<file path="config.mk">
export PLATFORM = sky130hd
export DESIGN_NAME = alias_regbank
export DESIGN_NICKNAME = d
export VERILOG_FILES = /design/src/rtl/alias_regbank_pkg.sv /design/src/rtl/alias_decode.sv /design/src/rtl/alias_rmw.sv /design/src/rtl/alias_regbank.sv
export SDC_FILE = /design/constraint.sdc
export NUM_CORES = 1
export LEC_CHECK = 0
export BUFFER_PORTS_ARGS = -buffer_cell sky130_fd_sc_hd__clkbuf_2
export CORE_MARGIN = 3
export CORE_UTILIZATION = 60
export DETAILED_ROUTE_END_ITERATION = 12
export PLACE_DENSITY = 0.79
export RECOVER_POWER = 50
export SETUP_SLACK_MARGIN = 0.4
export SLEW_MARGIN = 20
export SYNTH_ARGS = -nofsm -noshare
export SYNTH_HDL_FRONTEND = slang
export SYNTH_SLANG_ARGS = --single-unit
</file>
<file path="constraint.sdc">
create_clock -name clk -period 9.4 [get_ports clk]
set_clock_uncertainty 0.15 [all_clocks]
set_input_delay 0.47 -clock clk [delete_from_list [all_inputs] [get_ports clk]]
set_output_delay 0.47 -clock clk [all_outputs]
set_load 0.1 [all_outputs]
</file>
<file path="src/rtl/alias_regbank_pkg.sv">
package alias_regbank_pkg;
  localparam int ADDR_W   = 14;
  localparam int ALIAS_LSB = 12;
  localparam int IDX_LSB  = 2;
  localparam int IDX_W    = ALIAS_LSB - IDX_LSB;

  typedef enum logic [1:0] {
    OP_WRITE = 2'd0,
    OP_FLIP  = 2'd1,
    OP_RAISE = 2'd2,
    OP_DROP  = 2'd3
  } alias_op_e;
endpackage

</file>
<file path="src/rtl/alias_decode.sv">
module alias_decode
  import alias_regbank_pkg::*;
#(
  parameter int NUM_REGS = 8
) (
  input  logic [ADDR_W-1:IDX_LSB] addr_word,
  output alias_op_e               op,
  output logic [IDX_W-1:0]        idx,
  output logic                    hit
);
  localparam logic [IDX_W:0] LIMIT = (IDX_W+1)'(NUM_REGS);

  always_comb begin
    op  = alias_op_e'(addr_word[ADDR_W-1:ALIAS_LSB]);
    idx = addr_word[ALIAS_LSB-1:IDX_LSB];
    hit = ({1'b0, idx} < LIMIT);
  end
endmodule

</file>
<file path="src/rtl/alias_rmw.sv">
module alias_rmw
  import alias_regbank_pkg::*;
#(
  parameter int DATA_W = 32
) (
  input  alias_op_e         op,
  input  logic [DATA_W-1:0] cur,
  input  logic [DATA_W-1:0] wdata,
  output logic [DATA_W-1:0] nxt
);
  always_comb begin
    unique case (op)
      OP_WRITE: nxt = wdata;
      OP_FLIP:  nxt = cur ^ wdata;
      OP_RAISE: nxt = cur | wdata;
      OP_DROP:  nxt = cur & ~wdata;
      default:  nxt = cur;
    endcase
  end
endmodule

</file>
<file path="src/rtl/alias_regbank.sv">
module alias_regbank
  import alias_regbank_pkg::*;
#(
  parameter int NUM_REGS = 8,
  parameter int DATA_W   = 32
) (
  input  logic              clk,
  input  logic              rst,
  input  logic              bus_wr,
  input  logic              bus_rd,
  input  logic [13:0]       bus_addr,
  input  logic [DATA_W-1:0] bus_wdata,
  output logic [DATA_W-1:0] bus_rdata,
  output logic              bus_rvalid
);
  alias_op_e         op;
  logic [IDX_W-1:0]  idx;
  logic              hit;
  logic [DATA_W-1:0] cur;
  logic [DATA_W-1:0] nxt;
  logic [DATA_W-1:0] q [NUM_REGS];
  logic              unused_addr_lsbs;

  assign unused_addr_lsbs = ^bus_addr[IDX_LSB-1:0];

  alias_decode #(.NUM_REGS(NUM_REGS)) u_dec (
    .addr_word (bus_addr[ADDR_W-1:IDX_LSB]),
    .op        (op),
    .idx       (idx),
    .hit       (hit)
  );

  // shared selection feeds both the read path and the modify step
  always_comb begin
    cur = '0;
    for (int i = 0; i < NUM_REGS; i++) begin
      if (hit && idx == IDX_W'(i)) cur = q[i];
    end
  end

  alias_rmw #(.DATA_W(DATA_W)) u_rmw (
    .op    (op),
    .cur   (cur),
    .wdata (bus_wdata),
    .nxt   (nxt)
  );

  for (genvar g = 0; g < NUM_REGS; g++) begin : g_reg
    logic we;
    assign we = bus_wr && hit && (idx == IDX_W'(g));
    always_ff @(posedge clk) begin
      if (rst)     q[g] <= '0;
      else if (we) q[g] <= nxt;
    end
  end

  always_ff @(posedge clk) begin
    if (rst) begin
      bus_rdata  <= '0;
      bus_rvalid <= 1'b0;
    end else begin
      bus_rvalid <= bus_rd;
      if (bus_rd) bus_rdata <= cur;
    end
  end
endmodule

</file>
==> flow_summary.toml <==
[run_status]
status = "finished, violations left"
violations = "capacitance limit, slew limit"

[drt]
firstDrtPassIters = 6
vias_per_cell = 6.39
drc = 0
final_antenna_net_count = 0
wl_per_cell_um = 21.9
wl_met1_um = 14000
wirelength_um = 36500
wl_met3_um = 3550
vias = 10646
top_layer = "met4"
route.met2.wl_um = 17700
drtIter0Drc = 1054

[timing]
maxSlewHeadroom = -1.25
rsz0062_at_grt = "false"
fmax_mhz = 156
finalCritPeriodShare = 0.684
finalSetupViolations = 0
finalHoldViolCount = 0
tightestPinTransition_ps = 3360
fin_crit_ps = 6430
maxSlewViolCount = 312
fin_tns_setup_ps = 0
worst_slack_ps = 2970
whs_ps = 331

[power]
p_sw_w = 0.000712
p_leak_nw = 5.98
power_per_cell_area_nw_per_um2 = 182
max-vdd-ir-drop_v = 0.000136
sequentialPowerShare = 0.507
switching_share = 0.245
power_frac_comb = 0.101
clkPwrFrac = 0.392
p_int_w = 0.00220

[clocking]
ctsResizeCount = 0
clkLatencyLatePin_ps = 550
cts.sinks = 289
cts_buffers = 29
post_cts_buffers = 0
cts_tree = "built"
clockRootBuffer = "clkbuf_16"
htreeDepth = 1
clk_pin_slew_worst_paths_ps = 60
cts_hold_buffers = 0
ctsLongestPathBuffers = 3

[finish]
final_layout_size_suffix_gt1_frac = 0.112
fin_cells = 1667
area_delta_synth_final_pct = 9.66
fin_nets = 1439
antennaDiodeCount = 0
post-route-util = 0.677

[logic_synthesis]
yosysWarnings = 0
synth_edf_count = 256
synth.most_common_cell = "nor2_1"
ys_ff_latch = 289
async_flop_share = 0
mappedNetlistArea_um2 = 14600
synth_common_cells = "nor2_1, edfxtp_1, clkbuf_1, ha_1"
syn_nets = 1405
synthCells = 1291
synthFlopType = "edfxtp_1"
yosysSeqAreaShare = 0.571
synth_area_leader_cell = "edfxtp_1"
synth_top_area_frac = 0.525
syn_avg_cell_area_um2 = 11.3
synth_area_leaders = "edfxtp_1, nor2_1, ha_1"
yosysUniqueCellTypes = 45

[placement]
pre_cts_slack_ps = 4610
dpl.hpwl_um = 20300
dp.cells = 1612
place.gp.congestion = 0.791
io_buffer_count = 80

[setup_path]
critical-path-top-delay-family = "buffers and inverters"
critPathCaptureType = "flop"
slowest_delay_ps = 1690
required_ps = 9390
cp_max_fo = 35
cp_num_buf_inv = 3
arrival_ps = 6420
cp_slowest_cell = "clkbuf_1"
crit_chain = "clkbuf_1, nor2b_1, clkbuf_1, a31o_1, clkbuf_1"
path_class = "in -> reg"
path_common_cell = "clkbuf_1"
critPathLaunchType = "input port"

[global_routing]
grt_pass1_wl_um = 56800
overflow = 0
grt_antenna_before_repair = 0
grt_max_degree = 96
grt_pass1_vias = 10526
grt_usage = 0.277

[floorplan]
start_util = 0.618
design.core.area_um2 = 23700
dieHeight_um = 162
io_pins = 83
rows = 56
die_area_um2 = 26300
dieWidth_um = 162

[run]
cap_violations = 10

[min_path]
hp-class = "reg -> reg"
[per-stage QoR]
stage / power (W) / area (µm²)
finish: 0.00291 / 16000
global route: 0.00300 / 16000
CTS: 0.00291 / 16100
detailed placement: 0.00179 / 15200
global placement: 0.00178 / 15200
floorplan: 0.00171 / 14600
[per-layer routing]
layer / vias up / track usage
li1: 4767 / -
met1: 5159 / 0.365
met2: 607 / 0.468
met3: 113 / 0.0413
met4: 0 / 0.111
met5: - / 0
[flip-flops by register name (all words and copies together) (netlist names)]
register,count
bus_rdata,32
bus_rvalid,1
q,256
[worst paths after layout]
path                                    start            end  slack, ps  cells past startpoint
worst max-delay path              bus_addr[3]       q[0][82]       2970                      5
worst min-delay path            bus_rdata[19]  bus_rdata[19]        330                      2
worst max register to register       q[0][83]       q[0][51]       6320                      9
worst min register to register  bus_rdata[19]  bus_rdata[19]        330                      2
[cells by family (layout without fill, tap and decap cells)]
logic type | after synthesis | count (layout) | synth area share
simple gates | 454 | 454 | 0.128
compound gates | 226 | 226 | 0.117
fa+ha+maj | 64 | 64 | 0.0547
buf+inv | 156 | 213 | 0.0448
mux | 102 | 102 | 0.0850
flops | 289 | 289 | 0.571
[power groups by stage]
stage	combinational [W]	sequential (W)	clock, W
final	0.000296	0.00148	0.00114
after detailed placement	0.000294	0.00150	0
after global routing	0.000318	0.00148	0.00120
after global placement	0.000287	0.00150	0
after floorplan	0.000175	0.00154	0
after CTS	0.000296	0.00147	0.00114
[worst register-to-register path, delay by kind of cell, from the launching register on]
kind,cells,cell delay [ps]
and+or+nand+nor,3,310
muxes,1,290
adders and majority gates,1,200
AOI/OAI and AO/OA,4,1470
DFF,1,380
[final cells by class]
cell class	instances	area (µm²)
multi-input cells	846	5630
well taps	319	399
clock inverters	17	165
inverters	53	199
fillers	1770	7640
repair buffers	106	533
clock buffers	37	766
flip-flops and latches	289	8350
[placed cells by master, fill, tap and decap left out, drive strengths merged, types with 12 or more instances in the layout]
master	netlist	routed
dfxtp	33	33
o22ai	27	27
nand2	59	59
nand3	34	34
buf	37	19
inv	52	53
nor2	312	312
a22o	26	26
o211ai	27	27
o21ai	24	24
a221o	29	29
clkbuf	66	124
ha	64	64
clkinv	1	12
a21oi	24	24
a311oi	27	27
a211oi	21	21
and2	28	28
edfxtp	256	256
mux4	15	15
mux2	28	28
mux2i	59	59
No activity file was read; power rests on OpenSTA's default activity.
